File: config.mk
export PLATFORM = sky130hd
export DESIGN_NAME = post_list_tracker
export DESIGN_NICKNAME = d
export VERILOG_FILES = /design/src/rtl/post_list_tracker.sv
export SDC_FILE = /design/constraint.sdc
export NUM_CORES = 1
export LEC_CHECK = 0
export ABC_CLOCK_PERIOD_IN_PS = 2520
export BUFFER_PORTS_ARGS = -buffer_cell sky130_fd_sc_hd__buf_2
export CAP_MARGIN = 20
export CELL_PAD_IN_SITES_DETAIL_PLACEMENT = 1
export CELL_PAD_IN_SITES_GLOBAL_PLACEMENT = 1
export CORE_ASPECT_RATIO = 0.75
export CORE_MARGIN = 2
export CORE_UTILIZATION = 31
export DETAILED_ROUTE_END_ITERATION = 10
export MAX_ROUTING_LAYER = met4
export PLACE_DENSITY_LB_ADDON = 0.1
export SLEW_MARGIN = 10
export SYNTH_ARGS = -nofsm -noshare
export SYNTH_HDL_FRONTEND = slang
export SYNTH_SLANG_ARGS = --single-unit
File: constraint.sdc
create_clock -name clk -period 2.52 [get_ports clk]
set_clock_uncertainty 0.05 [all_clocks]
set_input_delay 0.378 -clock clk [delete_from_list [all_inputs] [get_ports clk]]
set_output_delay 0.378 -clock clk [all_outputs]
set_load 0.05 [all_outputs]
File: src/rtl/post_list_tracker.sv
module post_list_tracker #(
  parameter int ADDR_W = 32,
  parameter int IDX_W  = 11,
  parameter int CODE_W = 3
) (
  input  logic              clk,
  input  logic              rst_n,
  input  logic              reg_wr,
  input  logic [2:0]        reg_addr,
  input  logic [31:0]       reg_wdata,
  output logic [31:0]       reg_rdata,
  input  logic [ADDR_W-1:0] frame_addr,
  output logic [ADDR_W-1:0] xmfa_out,
  output logic              irq
);
  localparam logic [2:0] A_CTRL = 3'd0;
  localparam logic [2:0] A_PROD = 3'd1;
  localparam logic [2:0] A_INCR = 3'd2;
  localparam logic [2:0] A_CONS = 3'd3;
  localparam logic [2:0] A_STAT = 3'd4;

  logic              en_q;
  logic [CODE_W-1:0] code_q;
  logic [IDX_W-1:0]  prod_q, cons_q;
  logic              cyc_q, stat_q;

  logic [CODE_W:0]   shamt;
  logic [IDX_W:0]    span;
  logic [IDX_W-1:0]  last;
  logic              wr_ctrl, wr_prod, wr_incr, wr_cons, wr_clr, at_end;

  assign shamt   = {1'b0, code_q} + (CODE_W+1)'(4);
  assign span    = (IDX_W+1)'(1) << shamt;
  assign last    = IDX_W'(span - (IDX_W+1)'(1));
  assign at_end  = prod_q >= last;

  assign wr_ctrl = reg_wr && reg_addr == A_CTRL;
  assign wr_prod = reg_wr && reg_addr == A_PROD;
  assign wr_incr = reg_wr && reg_addr == A_INCR;
  assign wr_cons = reg_wr && reg_addr == A_CONS;
  assign wr_clr  = reg_wr && reg_addr == A_STAT && reg_wdata[0];

  always_ff @(posedge clk or negedge rst_n) begin
    if (!rst_n) begin
      en_q   <= 1'b0;
      code_q <= '0;
    end else if (wr_ctrl) begin
      en_q   <= reg_wdata[0];
      code_q <= reg_wdata[4 +: CODE_W];
    end
  end

  always_ff @(posedge clk or negedge rst_n) begin
    if (!rst_n) begin
      prod_q <= '0;
      cyc_q  <= 1'b1;
    end else if (wr_prod) begin
      prod_q <= reg_wdata[IDX_W-1:0] & last;
      cyc_q  <= 1'b1;
    end else if (wr_incr) begin
      if (at_end) begin
        prod_q <= '0;
        cyc_q  <= ~cyc_q;
      end else begin
        prod_q <= prod_q + IDX_W'(1);
      end
    end
  end

  always_ff @(posedge clk or negedge rst_n) begin
    if (!rst_n)       cons_q <= '0;
    else if (wr_cons) cons_q <= reg_wdata[IDX_W-1:0] & last;
  end

  always_ff @(posedge clk or negedge rst_n) begin
    if (!rst_n)      stat_q <= 1'b0;
    else if (wr_clr) stat_q <= 1'b0;
    else             stat_q <= stat_q | (en_q && prod_q != cons_q);
  end

  always_comb begin
    case (reg_addr)
      A_CTRL:  reg_rdata = {{(28-CODE_W){1'b0}}, code_q, 3'b000, en_q};
      A_PROD:  reg_rdata = {cyc_q, {(31-IDX_W){1'b0}}, prod_q};
      A_CONS:  reg_rdata = {{(32-IDX_W){1'b0}}, cons_q};
      A_STAT:  reg_rdata = {31'b0, stat_q};
      default: reg_rdata = 32'b0;
    endcase
  end

  assign xmfa_out = {frame_addr[ADDR_W-1:4], 3'b000, cyc_q};
  assign irq      = stat_q;

  logic unused_bits;
  assign unused_bits = ^{frame_addr[3:0], reg_wdata[31:IDX_W]};
endmodule


Word level (Yosys, flattened, before mapping)
Cells that the tools add are included.
- input port bits: 70
- bits in registers: 28
- logic and storage cells: 38
- output and inout port bits: 65
- add/subtract/negate cells: 3
- equality and inequality tests: 5
- muxes and demuxes: 8
- shifts and indexed selects: 1
- reductions and logical operators: 11
- magnitude comparators: 1
- bitwise operators: 3
- operators with widths (operator ; count):
    $pmux 32 s4 ; 1
    $mux 11 ; 3
    $add 11x1->11 const B ; 1
    $and 11x11->11 ; 1
    $ge 11x11->1 ; 1
    $ne 11x11->1 ; 1
    $shl 1x4->11 const A ; 1
    $sub 11x1->11 const B ; 1
    $logic_and 1x1->1 ; 7
    $eq 3x2->1 const B ; 2
    $add 3x3->4 const B ; 1
    $mux 1 ; 4
    $reduce_bool 2->1 ; 2
    $eq 3x1->1 const B ; 1
    $eq 3x3->1 const B ; 1
    $logic_not 3->1 ; 1
    $reduce_and 2->1 ; 1
    $not 1->1 ; 1
    $or 1x1->1 ; 1

Logic depth before layout (Yosys ltp)
Gate-level depths: netlist of the first run.
- depth after elaboration: 7
- depth in mapped cells: 8
- depth with buffers taken out: 7

Worst setup path before layout of the first run
Ideal clock, no wire load.
- path type: input to output
- start: in reg_addr[1]
- end: out reg_rdata[31]
- cell stages on the path: 3
- data required time: 2092 ps
- setup slack: 31 ps
- arrival: 2061 ps
- path buffers: 2
- cell sequence: clkbuf_1 > clkbuf_1 > nor3b_1
- longest elaborated chain between the ends: 2
- elaborated cells between the ends (all ways): 5
- those cells by class: eq/ne: 3; mux: 1; reduce/logical: 1
- RTL lines (element ; line ; RTL):
    start, declared ; 9 ; input logic [2:0] reg_addr,
    $eq 3x3->1, or another cell as far along ; 82 ; case (reg_addr)
    $pmux 32 s4 (*) ; 82 ;
    end, declared ; 11 ; output logic [31:0] reg_rdata,
Every way passes the cells marked *; elsewhere a longest branch is shown, timed or not.

Final worst setup path of the first run
- start: reg code_q[0]
- end: reg prod_q[7]
- longest elaborated chain between the ends: 7
- elaborated cells between the ends (all ways): 8
- those cells by class: add/sub: 2; order compare: 1; shift: 1; mux: 3; bitwise: 1
- RTL lines (element ; line ; RTL):
    start, declared ; 23 ; logic [CODE_W-1:0] code_q;
    start signal, assigned ; 49 ; code_q <= reg_wdata[4 +: CODE_W];
    $add 3x3->4 (*) ; 32 ; assign shamt = {1'b0, code_q} + (CODE_W+1)'(4);
    $shl 1x4->11 (*) ; 33 ; assign span = (IDX_W+1)'(1) << shamt;
    $sub 11x1->11 (*) ; 34 ; assign last = IDX_W'(span - (IDX_W+1)'(1));
    $ge 11x11->1 ; 35 ; assign at_end = prod_q >= last;
    $mux 11 ; 61 ; if (at_end) begin
    $mux 11 ; 60 ; end else if (wr_incr) begin
    $mux 11 (*) ; 57 ; end else if (wr_prod) begin
    end signal, assigned ; 58 ; prod_q <= reg_wdata[IDX_W-1:0] & last;
    end signal, assigned ; 65 ; prod_q <= prod_q + IDX_W'(1);
    end, declared ; 24 ; logic [IDX_W-1:0] prod_q, cons_q;
Every way passes the cells marked *; elsewhere a longest branch is shown, timed or not. The select of a mux whose other input is x is not followed.
A chain may end at the register's enable or synchronous reset.

==> insert_results.sql, run 1 <==
INSERT INTO impl_metrics (metric_group, metric, value, unit) VALUES
('setup_path', 'timing.critical_path.slowest_cell_delay', '470', 'ps'),
('synthesis', 'main_flop_type_after_synthesis', 'sky130_fd_sc_hd__dfrtp_1', ''),
('clock_tree', 'cts-buffers-inserted', '3', ''),
('die', 'floorplan.initialDensity', '0.323', ''),
('place', 'port_buffers', '30', ''),
('place', 'gp_routability_congestion', '0.823', ''),
('sta', 'post-route-worst-setup-slack', '157', 'ps'),
('setup_path', 'cp_max_fo', '6', ''),
('setup_path', 'endpoint_kind', 'register', ''),
('setup_path', 'regToRegSetupSlack', '160', 'ps'),
('synthesis', 'distinct_cell_type_count_of_the_synthesized_netlist', '41', ''),
('finish', 'final_cell_area', '2560', 'um2'),
('sta', 'timing_worst_slew_pin_value', '713', 'ps'),
('sta', 'fin_tns_setup', '0', 'ps'),
('drt', 'firstDrtPassIters', '4', ''),
('synthesis', 'muxShareOfSynthArea', '0.0884', ''),
('synthesis', 'syn_area_per_cell', '8.54', 'um2'),
('sta', 'timing.slew.headroom', '0.525', ''),
('sta', 'final_period_minus_worst_setup_slack', '2360', 'ps'),
('setup_path', 'timing.critical_path.max_delay_family', 'compound AO/OA/AOI/OAI gates', ''),
('setup_path', 'worstPathCellList', 'o21ai_0 > ha_1 > and3_1 > a2111oi_4 > buf_4 > nand4_2 > buf_4 > o221ai_1', ''),
('die', 'design.die.area', '8440', 'um2'),
('sta', 'max_freq', '423', 'MHz'),
('grt', 'grt_max_degree', '29', ''),
('synthesis', 'synthesis.yosys.warnings', '0', ''),
('clock_tree', 'cts-root-to-sink-buffers', '2', ''),
('synthesis', 'synthSimpleGateAreaFrac', '0.176', ''),
('setup_path', 'critical-path-top-cell-by-count', 'sky130_fd_sc_hd__buf_4', ''),
('drt', 'drcViolationCount', '0', ''),
('setup_path', 'reg2regPathDepth', '8', ''),
('clock_tree', 'htree_num_levels', '1', ''),
('die', 'rows', '27', ''),
('setup_path', 'timing.critical_path.from_type', 'register', ''),
('synthesis', 'post_synth_xor_area_fraction', '0.0513', ''),
('die', 'die-width', '105', 'um'),
('sta', 'final-setup-viol-count', '0', ''),
('synthesis', 'postSynthCellCount', '280', ''),
('grt', 'grt_first_pass_wirelength', '10.4', 'mm'),
('die', 'core_area', '7400', 'um2'),
('setup_path', 'crit-reg2reg-launch', 'code_q[0]', ''),
('pwr', 'vdd.ir_drop.worst', '0.321', 'mV'),
('clock_tree', 'cts_hold_buf', '0', ''),
('setup_path', 'critical_path.slowest_cell', 'sky130_fd_sc_hd__dfrtp_1', ''),
('finish', 'insertedDiodeCount', '0', ''),
('clock_tree', 'ctsRootBufferMaster', 'sky130_fd_sc_hd__clkbuf_8', ''),
('job', 'timing.max_cap.violations', '0', ''),
('grt', 'number_of_global_route_vias_before_repair', '1852', ''),
('synthesis', 'post_synth_adder_cell_area', '0.0628', ''),
('setup_path', 'worst_ep_arrival_time', '2520', 'ps'),
('sta', 'report.final.slew_viol_count', '0', ''),
('drt', 'wl_per_cell', '16.5', 'um'),
('clock_tree', 'clock_sinks', '28', ''),
('setup_path', 'crit-reg2reg-capture', 'prod_q[7]', ''),
('clock_tree', 'clkLatencyLatePin', '290', 'ps'),
('pwr', 'leakage', '0.00121', 'uW'),
('setup_path', 'critical_path_buf_inv_count', '2', ''),
('finish', 'finalNetCount', '383', ''),
('synthesis', 'postSynth.asyncResetShare', '1.00', ''),
('run_status', 'outcome', 'finished clean', ''),
('grt', 'antenna_found_initial', '0', ''),
('die', 'die_h', '80.1', 'um'),
('place', 'post_place_instance_area', '2510', 'um2'),
('drt', 'total_via_count_in_the_routed_design', '1916', ''),
('place', 'dpl.hpwl', '5.27', 'mm'),
('sta', 'unrepaired_setup_endpoints_after_global_routing', 'no', ''),
('drt', 'drt_first_iter_violations', '93', ''),
('grt', 'grt_overflow', '0', ''),
('sta', 'final_period_util', '0.938', ''),
('drt', 'route.antenna.remaining_nets', '0', ''),
('place', 'worst_setup_timing_slack_at_the_placement_stage', '26.0', 'ps'),
('setup_path', 'timing.setup.critical_path_class', 'reg2reg', '');
-- how the worst max path moves through the flow --
stage / start / endpoint / slack (ps) / depth (start not counted)
4_1_cts: code_q[2] / prod_q[7] / 130 / 8
5_1_grt: code_q[0] / prod_q[2] / 10 / 8
3_3_place_gp: prod_q[1] / prod_q[8] / 20 / 7
2_1_floorplan: reg_addr[1] / reg_rdata[31] / 30 / 3
3_5_place_dp: prod_q[1] / prod_q[8] / 30 / 7
6_report: code_q[0] / prod_q[7] / 160 / 8
-- routing by layer --
metal | share of wire | routed length [um] | GRT usage
met5 | 0 | 0 | -
met4 | 0.0058 | 38 | 0.0253
met3 | 0.046 | 305 | 0.0317
met2 | 0.42 | 2800 | 0.244
met1 | 0.52 | 3460 | 0.241
-- cell usage in the layout (no fill, tap or decap), types with 4 or more instances in the layout --
cell type                  instances
sky130_fd_sc_hd__a21oi_1          11
sky130_fd_sc_hd__a31oi_1           6
sky130_fd_sc_hd__buf_2            30
sky130_fd_sc_hd__buf_4            28
sky130_fd_sc_hd__conb_1           26
sky130_fd_sc_hd__dfrtp_1          26
sky130_fd_sc_hd__ha_1             12
sky130_fd_sc_hd__inv_1             5
sky130_fd_sc_hd__mux2_2            8
sky130_fd_sc_hd__mux2i_1          11
sky130_fd_sc_hd__nand2_1          24
sky130_fd_sc_hd__nand2b_1          4
sky130_fd_sc_hd__nand3_1          11
sky130_fd_sc_hd__nor2_1           20
sky130_fd_sc_hd__nor3_1            5
sky130_fd_sc_hd__nor4_1            4
sky130_fd_sc_hd__o21ai_0          14
sky130_fd_sc_hd__o221ai_1          6
sky130_fd_sc_hd__xor2_1           12
-- metrics by stage --
stage	std cells	power (uW)	hold WS, ps	util
final	401	2390	80.8	0.347
after floorplan	305	1750	32.4	-
after global routing	401	2600	133	0.347
after global placement	396	2110	438	0.339
after detailed placement	396	2120	435	0.339
after CTS	401	2420	117	0.346
-- timing repair --
action                     4_1_cts  5_1_grt
buffers inserted                 1        0
pin swaps                        1        0
gates resized for setup          0        1
setup endpoints to repair        4        1
-- report_power, final --
part	switching (uW)	internal, uW
sequential	133	587
combinational	825	570
clock	165	114
total	1120	1270
-- flip-flops by register name, summed over array words and instances (netlist names) --
register,flops
code_q,3
cons_q,11
cyc_q,1
en_q,1
irq,1
prod_q,11
-- cell families (layout without fill, tap and decap cells) --
group | Yosys count | count (layout)
AOI/OAI and AO/OA | 47 | 47
xor gates and xnor gates | 14 | 14
adders and majority gates | 12 | 12
buffers and inverters | 72 | 67
DFF | 28 | 28
muxes | 20 | 20
other | 1 | 26
and+or+nand+nor | 86 | 86
-- synth_stat cells, types with 2 or more instances --
cell type                  count  area [um2]
sky130_fd_sc_hd__or2_2         3        18.8
sky130_fd_sc_hd__a21oi_1      11        55.1
sky130_fd_sc_hd__o211ai_1      2        15.0
sky130_fd_sc_hd__clkbuf_1     11        41.3
sky130_fd_sc_hd__mux2_2        8        90.1
sky130_fd_sc_hd__mux2i_1      11         110
sky130_fd_sc_hd__o21ai_0      14        70.1
sky130_fd_sc_hd__nand2b_1      4        25.0
sky130_fd_sc_hd__xor2_1       12         105
sky130_fd_sc_hd__nor3_1        5        25.0
sky130_fd_sc_hd__inv_1         5        18.8
sky130_fd_sc_hd__dfrtp_1      27         676
sky130_fd_sc_hd__a31oi_1       6        37.5
sky130_fd_sc_hd__nand3_1      11        55.1
sky130_fd_sc_hd__nor4_1        4        25.0
sky130_fd_sc_hd__a22oi_1       3        22.5
sky130_fd_sc_hd__buf_4        52         390
sky130_fd_sc_hd__or3_1         3        18.8
sky130_fd_sc_hd__nand2_1      24        90.1
sky130_fd_sc_hd__ha_1         12         150
sky130_fd_sc_hd__nor3b_1       2        15.0
sky130_fd_sc_hd__nor2b_1       2        12.5
sky130_fd_sc_hd__nand4_1       3        18.8
sky130_fd_sc_hd__o21ai_1       2        10.0
sky130_fd_sc_hd__buf_1         2        7.51
sky130_fd_sc_hd__xnor2_1       2        17.5
sky130_fd_sc_hd__o221ai_1      6        52.6
sky130_fd_sc_hd__nor2_1       20        75.1
-- cell type report --
class	count	area, um2
Sequential cell	28	703
Fill cell	893	4830
Timing Repair Buffer	58	360
Inverter	5	18.8
Multi-Input combinational cell	205	1310
Clock buffer	4	45.0
Tap cell	101	126
Note: power is estimated with default switching activity, not from simulation.
==> run 2: changes to the inputs <==
- ABC_AREA: unset -> 1
==> run 2 against run 1 <==
  * Combinational power about the same
  * Non-clock buffer count down 23
  * Sequential power up 14%
  * Critical path type unchanged
  * Final cell count up 21%
  * Final area up 3.6%
  * Clock power up 36%
  * Global-route usage up 0.36 points
  * Total power up 8.4%
  * Synthesized cell count up 33%
  * Critical endpoint is now prod_q[10]
  * Largest cell class unchanged
  * Maximum frequency up 6.3%
  * Highest routed layer unchanged
  * Hold slack worse by 23 ps
  * Die area up 7.9%
==> insert_results.sql, run 2 <==
INSERT INTO impl_metrics (metric_group, metric, value, unit) VALUES
('run_status', 'outcome', 'finished clean', ''),
('synthesis', 'postSynthCellCount', '371', ''),
('place', 'worst_setup_timing_slack_at_the_placement_stage', '300', 'ps'),
('sta', 'unrepaired_setup_endpoints_after_global_routing', 'no', ''),
('job', 'timing.max_cap.violations', '0', ''),
('synthesis', 'postSynth.asyncResetShare', '1.00', ''),
('grt', 'antenna_found_initial', '0', ''),
('clock_tree', 'clock_sinks', '28', ''),
('setup_path', 'startpoint', 'code_q[0]', ''),
('grt', 'number_of_global_route_vias_before_repair', '2120', ''),
('clock_tree', 'clk_pin_slew_worst_paths', '120', 'ps'),
('clock_tree', 'ctsRootBufferMaster', 'sky130_fd_sc_hd__clkbuf_8', ''),
('synthesis', 'synth_seq_cells', '28', ''),
('drt', 'avgViaCountPerCell', '4.52', ''),
('synthesis', 'synth_edf_count', '0', ''),
('pwr', 'leakage', '0.00148', 'uW'),
('finish', 'area_taken_by_multi_input_logic_gates', '1350', 'um2'),
('place', 'dpl.hpwl', '5.95', 'mm'),
('synthesis', 'netlist_top_cells_area', 'sky130_fd_sc_hd__dfrtp_1 (26%), sky130_fd_sc_hd__buf_4 (15%), sky130_fd_sc_hd__nand2_1 (13%)', ''),
('setup_path', 'cp_required', '2700', 'ps'),
('sta', 'final-setup-viol-count', '0', ''),
('synthesis', 'area_of_the_mapped_netlist', '2590', 'um2'),
('setup_path', 'timing.setup.critical_path_class', 'reg2reg', ''),
('setup_path', 'regToRegSetupSlack', '300', 'ps'),
('die', 'io_pins', '135', ''),
('finish', 'layout.area.seq', '702', 'um2'),
('sta', 'max_freq', '450', 'MHz'),
('synthesis', 'main_flop_type_after_synthesis', 'sky130_fd_sc_hd__dfrtp_1', ''),
('sta', 'timing_worst_slew_pin_value', '690', 'ps'),
('die', 'die-width', '110', 'um'),
('pwr', 'power_density', '977', 'nW/um2'),
('clock_tree', 'cts_hold_buf', '0', ''),
('die', 'die_h', '83.1', 'um'),
('place', 'port_buffers', '30', ''),
('drt', 'wl_per_cell', '15.1', 'um'),
('setup_path', 'worst_ep_arrival_time', '2400', 'ps'),
('setup_path', 'endpoint_kind', 'register', ''),
('drt', 'firstDrtPassIters', '4', ''),
('sta', 'fin_tns_setup', '0', 'ps'),
('sta', 'timing_hold_violations_final', '0', ''),
('sta', 'timing.slew.headroom', '0.540', ''),
('synthesis', 'synth_commonest_cells', 'sky130_fd_sc_hd__nand2_1 (88), sky130_fd_sc_hd__inv_1 (54), sky130_fd_sc_hd__buf_4 (52)', ''),
('grt', 'global_route_total_usage_across_every_layer', '0.170', ''),
('clock_tree', 'postCtsResizedCells', '0', ''),
('setup_path', 'crit-reg2reg-launch', 'code_q[0]', ''),
('setup_path', 'timing.critical_path.from_type', 'register', ''),
('grt', 'grt_first_pass_wirelength', '11.4', 'mm'),
('sta', 'report.final.slew_viol_count', '0', ''),
('die', 'rows', '28', ''),
('clock_tree', 'cts_tree', 'built', ''),
('synthesis', 'syn_area_per_cell', '6.98', 'um2'),
('die', 'design.die.area', '9110', 'um2'),
('drt', 'route.antenna.remaining_nets', '0', ''),
('drt', 'drt_first_iter_violations', '66', ''),
('sta', 'final_period_util', '0.882', ''),
('finish', 'biggestRegsByFlops', 'cons_q (11), prod_q (11), code_q (3)', ''),
('synthesis', 'seq_area_frac_synth', '0.271', ''),
('setup_path', 'cp_max_fo', '9', ''),
('place', 'gp_routability_congestion', '0.848', ''),
('drt', 'route.final.wire_length', '7.33', 'mm'),
('finish', 'finalNetCount', '462', ''),
('grt', 'grt_max_degree', '29', ''),
('pwr', 'vdd.ir_drop.worst', '0.322', 'mV'),
('finish', 'commonest_cells_after_routing_fill_and_taps_aside', 'sky130_fd_sc_hd__nand2_1 (88), sky130_fd_sc_hd__inv_1 (54), sky130_fd_sc_hd__nor2_1 (32)', ''),
('clock_tree', 'clkLatencyLatePin', '290', 'ps'),
('hold_path', 'min_path_type', 'in2async', ''),
('die', 'floorplan.initialDensity', '0.324', ''),
('drt', 'total_via_count_in_the_routed_design', '2188', ''),
('sta', 'final_period_minus_worst_setup_slack', '2220', 'ps'),
('synthesis', 'synthesis.yosys.warnings', '0', ''),
('clock_tree', 'cts_setup_buffers', '0', ''),
('synthesis', 'yosys.cell_count.top_type', 'sky130_fd_sc_hd__nand2_1', ''),
('drt', 'drcViolationCount', '0', ''),
('finish', 'insertedDiodeCount', '0', ''),
('grt', 'grt_overflow', '0', ''),
('finish', 'area.growth.synth_to_final', '2.61', '%'),
('finish', 'drive_gt1_frac', '0.158', ''),
('finish', 'final_common_cell', 'sky130_fd_sc_hd__nand2_1', ''),
('synthesis', 'synth.largest_area_cell', 'sky130_fd_sc_hd__dfrtp_1', ''),
('die', 'core_area', '7990', 'um2'),
('setup_path', 'crit-reg2reg-capture', 'prod_q[10]', ''),
('finish', 'fillers', '1051', ''),
('clock_tree', 'htree_num_levels', '1', ''),
('pwr', 'report.power.total', '2590', 'uW'),
('setup_path', 'reg2regPathDepth', '11', ''),
('clock_tree', 'cts-buffers-inserted', '3', ''),
('clock_tree', 'cts-root-to-sink-buffers', '2', ''),
('sta', 'post-route-worst-setup-slack', '298', 'ps'),
('synthesis', 'distinct_cell_type_count_of_the_synthesized_netlist', '33', ''),
('synthesis', 'synth_top_area_share', '0.261', '');
[run 2: changes by cell type after synthesis, moves of 5 or more]
cell and delta:
sky130_fd_sc_hd__nand2_1 +64, sky130_fd_sc_hd__inv_1 +49, sky130_fd_sc_hd__nand3_1 +15, sky130_fd_sc_hd__nor2_1 +12
sky130_fd_sc_hd__clkbuf_1 -11, sky130_fd_sc_hd__mux2i_1 -11, sky130_fd_sc_hd__mux2_2 -8, sky130_fd_sc_hd__o21ai_2 +7
sky130_fd_sc_hd__o22ai_1 +7, sky130_fd_sc_hd__a31oi_1 -6, sky130_fd_sc_hd__xor2_1 -5
[run 2: worst max-delay path by stage]
| stage | end | slack [ps] | depth (start not counted) |
|---|---|---|---|
| 2_1_floorplan | reg_rdata[1] | 250 | 3 |
| 3_3_place_gp | prod_q[7] | 310 | 13 |
| 3_5_place_dp | cyc_q | 300 | 13 |
| 4_1_cts | cyc_q | 260 | 13 |
| 5_1_grt | prod_q[10] | 90 | 11 |
| 6_report | prod_q[10] | 300 | 11 |
[run 2: area by class of cell]
cell class / count / area share
multi-input cells: 255 / 0.507
flip-flops and latches: 28 / 0.264
inverters: 57 / 0.0815
repair buffers: 35 / 0.0707
well taps: 105 / 0.0495
clock buffers: 3 / 0.0155
clock inverters: 1 / 0.0113
[run 2: per-layer routing]
layer,track usage,up-vias,share of wire
met4,0.0253,0,0.0035
met5,-,-,0
met3,0.0306,6,0.029
met2,0.253,33,0.44
li1,-,1107,-
met1,0.244,1042,0.53
[run 2: critical path, cell delays in order, from the launching register on]
cell and delay [ps]:
sky130_fd_sc_hd__dfrtp_1 440, sky130_fd_sc_hd__inv_1 140, sky130_fd_sc_hd__nand3_1 160, sky130_fd_sc_hd__nand2_1 110
sky130_fd_sc_hd__ha_1 230, sky130_fd_sc_hd__nand2_1 130, sky130_fd_sc_hd__a21oi_1 50, sky130_fd_sc_hd__nor2_1 120
sky130_fd_sc_hd__nand2_1 70, sky130_fd_sc_hd__nand2_1 320, sky130_fd_sc_hd__nand3_1 190, sky130_fd_sc_hd__o21bai_1 150
[run 2: stage by stage]
stage / utilization / instance area [um2] / std cells / hold slack [ps]
2_1_floorplan: - / 2680 / 396 / 32.4
3_3_place_gp: 0.324 / 2580 / 480 / 421
3_5_place_dp: 0.324 / 2580 / 480 / 425
4_1_cts: 0.333 / 2660 / 484 / 85.9
5_1_grt: 0.333 / 2660 / 484 / 95.9
6_report: 0.333 / 2660 / 484 / 57.5
[run 2: cells by family (layout without fill, tap and decap cells)]
group / count (synthesis) / after routing / synth area share
adders and majority gates: 12 / 12 / 0.0580
and+or+nand+nor: 158 / 158 / 0.265
AOI/OAI and AO/OA: 47 / 47 / 0.119
DFF: 28 / 28 / 0.271
xor gates and xnor gates: 12 / 12 / 0.0406
buffers and inverters: 113 / 96 / 0.245
other: 1 / 26 / 0.00145
[run 2: report_power, final]
part / internal (uW) / switching, uW / leakage, uW / total, uW
sequential: 598 / 219 / 0.000334 / 818
clock: 213 / 166 / 0.0000357 / 379
combinational: 472 / 925 / 0.00111 / 1400
total: 1280 / 1310 / 0.00148 / 2590
==> run 3: changes to the inputs <==
- CELL_PAD_IN_SITES_DETAIL_PLACEMENT: 1 -> 0
- CELL_PAD_IN_SITES_GLOBAL_PLACEMENT: 1 -> 2
- CORE_UTILIZATION: 31 -> 23
==> run 3 against run 2 <==
  * Sequential power grew 2.7%
  * Setup slack lost 72 ps
  * Sequential share of layout area fell by 0.82 points
  * Routed wire length up 7.4%
  * Final area increased by 3.2%
  * Clock power increased by 30%
  * Critical endpoint is now prod_q[6]
  * Largest cell class unchanged
  * Highest routed layer unchanged
==> insert_results.sql, run 3 (synthesis gave the netlist of run 2 again) <==
INSERT INTO impl_metrics (metric_group, metric, value, unit) VALUES
('run_status', 'outcome', 'finished clean', ''),
('clock_tree', 'postCtsResizedCells', '0', ''),
('drt', 'route.antenna.remaining_nets', '0', ''),
('setup_path', 'timing.setup.critical_path_class', 'reg2reg', ''),
('die', 'floorplan.initialDensity', '0.237', ''),
('pwr', 'leakage', '0.00150', 'uW'),
('finish', 'final_cell_area', '2740', 'um2'),
('place', 'port_buffers', '30', ''),
('finish', 'commonest_cells_after_routing_fill_and_taps_aside', 'sky130_fd_sc_hd__nand2_1 (88), sky130_fd_sc_hd__inv_1 (54), sky130_fd_sc_hd__nor2_1 (32)', ''),
('finish', 'finalNetCount', '463', ''),
('clock_tree', 'cts-buffers-inserted', '3', ''),
('grt', 'grt_first_pass_wirelength', '12.5', 'mm'),
('sta', 'final_period_minus_worst_setup_slack', '2290', 'ps'),
('pwr', 'vdd.ir_drop.worst', '0.305', 'mV'),
('clock_tree', 'clkLatencyLatePin', '270', 'ps'),
('grt', 'global_route_total_usage_across_every_layer', '0.141', ''),
('finish', 'area.growth.synth_to_final', '5.90', '%'),
('pwr', 'swShare', '0.490', ''),
('setup_path', 'cp_max_fo', '9', ''),
('pwr', 'power_density', '1010', 'nW/um2'),
('sta', 'max_freq', '436', 'MHz'),
('setup_path', 'timing.critical_path.from_type', 'register', ''),
('drt', 'total_via_count_in_the_routed_design', '2154', ''),
('pwr', 'p_clk_frac', '0.178', ''),
('drt', 'firstDrtPassIters', '4', ''),
('pwr', 'internal_power', '1410', 'uW'),
('clock_tree', 'clk_pin_slew_worst_paths', '80', 'ps'),
('setup_path', 'crit-reg2reg-launch', 'code_q[0]', ''),
('grt', 'grt_overflow', '0', ''),
('grt', 'number_of_global_route_vias_before_repair', '2070', ''),
('finish', 'drive_gt1_frac', '0.161', ''),
('place', 'post_place_instance_area', '2630', 'um2'),
('sta', 'timing.slew.headroom', '0.516', ''),
('sta', 'report.final.slew_viol_count', '0', ''),
('pwr', 'seqPwrFrac', '0.303', ''),
('finish', 'insertedDiodeCount', '0', ''),
('clock_tree', 'cts_tree', 'built', ''),
('drt', 'avgViaCountPerCell', '4.14', ''),
('hold_path', 'min_path_type', 'in2async', ''),
('place', 'dpl.hpwl', '6.34', 'mm'),
('finish', 'final_common_cell', 'sky130_fd_sc_hd__nand2_1', ''),
('die', 'die-width', '127', 'um'),
('sta', 'timing_hold_violations_final', '0', ''),
('sta', 'timing_worst_slew_pin_value', '726', 'ps'),
('setup_path', 'endpoint_kind', 'register', ''),
('die', 'io_pins', '135', ''),
('clock_tree', 'ctsRootBufferMaster', 'sky130_fd_sc_hd__clkbuf_16', ''),
('job', 'timing.max_cap.violations', '0', ''),
('drt', 'wl_per_cell', '15.1', 'um'),
('setup_path', 'cp_required', '2670', 'ps'),
('drt', 'drcViolationCount', '0', ''),
('sta', 'final_period_util', '0.910', ''),
('place', 'gp_routability_congestion', '0.768', ''),
('grt', 'grt_max_degree', '29', ''),
('clock_tree', 'htree_num_levels', '1', ''),
('die', 'design.die.area', '12100', 'um2'),
('drt', 'route.final.wire_length', '7.87', 'mm'),
('pwr', 'report.power.total', '2770', 'uW'),
('die', 'rows', '33', ''),
('sta', 'final-setup-viol-count', '0', ''),
('setup_path', 'worst_ep_arrival_time', '2450', 'ps'),
('sta', 'post-route-worst-setup-slack', '226', 'ps'),
('clock_tree', 'cts-root-to-sink-buffers', '2', ''),
('pwr', 'comb_power_share', '0.519', ''),
('place', 'worst_setup_timing_slack_at_the_placement_stage', '233', 'ps'),
('setup_path', 'startpoint', 'code_q[0]', ''),
('grt', 'antenna_found_initial', '0', ''),
('die', 'core_area', '10900', 'um2'),
('sta', 'fin_tns_setup', '0', 'ps'),
('die', 'die_h', '95.9', 'um'),
('pwr', 'total_switching_power', '1360', 'uW'),
('drt', 'drt_first_iter_violations', '124', ''),
('finish', 'finalCoreUtilization', '0.251', ''),
('clock_tree', 'clock_sinks', '28', ''),
('finish', 'biggestRegsByFlops', 'cons_q (11), prod_q (11), code_q (3)', '');
-- run 3: layout make-up --
class	count	area, um2
clock buffer	3	75.1
clock inverter	1	30.0
fill	1233	8200
inverter	57	216
multi-input combinational	255	1350
sequential	28	702
tap	140	175
timing repair buffer	36	195
-- run 3: worst max-delay path: stages, from the launching register on --
cell and delay (ps):
sky130_fd_sc_hd__dfrtp_1 410, sky130_fd_sc_hd__inv_1 170, sky130_fd_sc_hd__nand3_1 190, sky130_fd_sc_hd__nand2_1 130
sky130_fd_sc_hd__ha_1 230, sky130_fd_sc_hd__nand2_1 110, sky130_fd_sc_hd__nor2_1 60, sky130_fd_sc_hd__nand3_1 80
sky130_fd_sc_hd__nand3_1 140, sky130_fd_sc_hd__nor2_4 280, sky130_fd_sc_hd__buf_4 160, sky130_fd_sc_hd__nand3_1 70
sky130_fd_sc_hd__a21oi_2 130
-- run 3: power groups by stage --
| stage | logic (uW) | clock network, uW | registers [uW] |
|---|---|---|---|
| 6_report | 1440 | 493 | 840 |
| 5_1_grt | 1640 | 546 | 868 |
| 3_3_place_gp | 1440 | 0 | 851 |
| 2_1_floorplan | 1220 | 0 | 761 |
| 4_1_cts | 1430 | 518 | 842 |
| 3_5_place_dp | 1430 | 0 | 850 |
-- run 3: worst paths after layout --
check                           depth (start not counted)        end  slack (ps)
worst max-delay path                                   12  prod_q[6]         230
worst min-delay path                                    1  cons_q[2]         100
worst max register to register                         12  prod_q[6]         230
worst min register to register                          2      cyc_q         450
max in group asynchronous                               1  cons_q[6]        1840
min in group clk                                        3  cons_q[3]         280
-- run 3: per-layer routing --
layer  vias to the layer above  wire (um)  GRT usage
met5                         -          0          -
met4                         0         27     0.0174
met3                         6        258     0.0278
met2                        37       3240      0.193
met1                       998       4350      0.216
li1                       1113          -          -
-- run 3: metrics by stage --
step                hold WS, ps  cells
floorplan                  32.4    396
global placement            431    515
detailed placement          436    515
CTS                         136    519
global route                165    520
finish                      102    520
-- run 3: timing repair --
item	in CTS	in global routing
setup endpoints to repair	0	1
buffers inserted	0	1
hold buffers	0	0
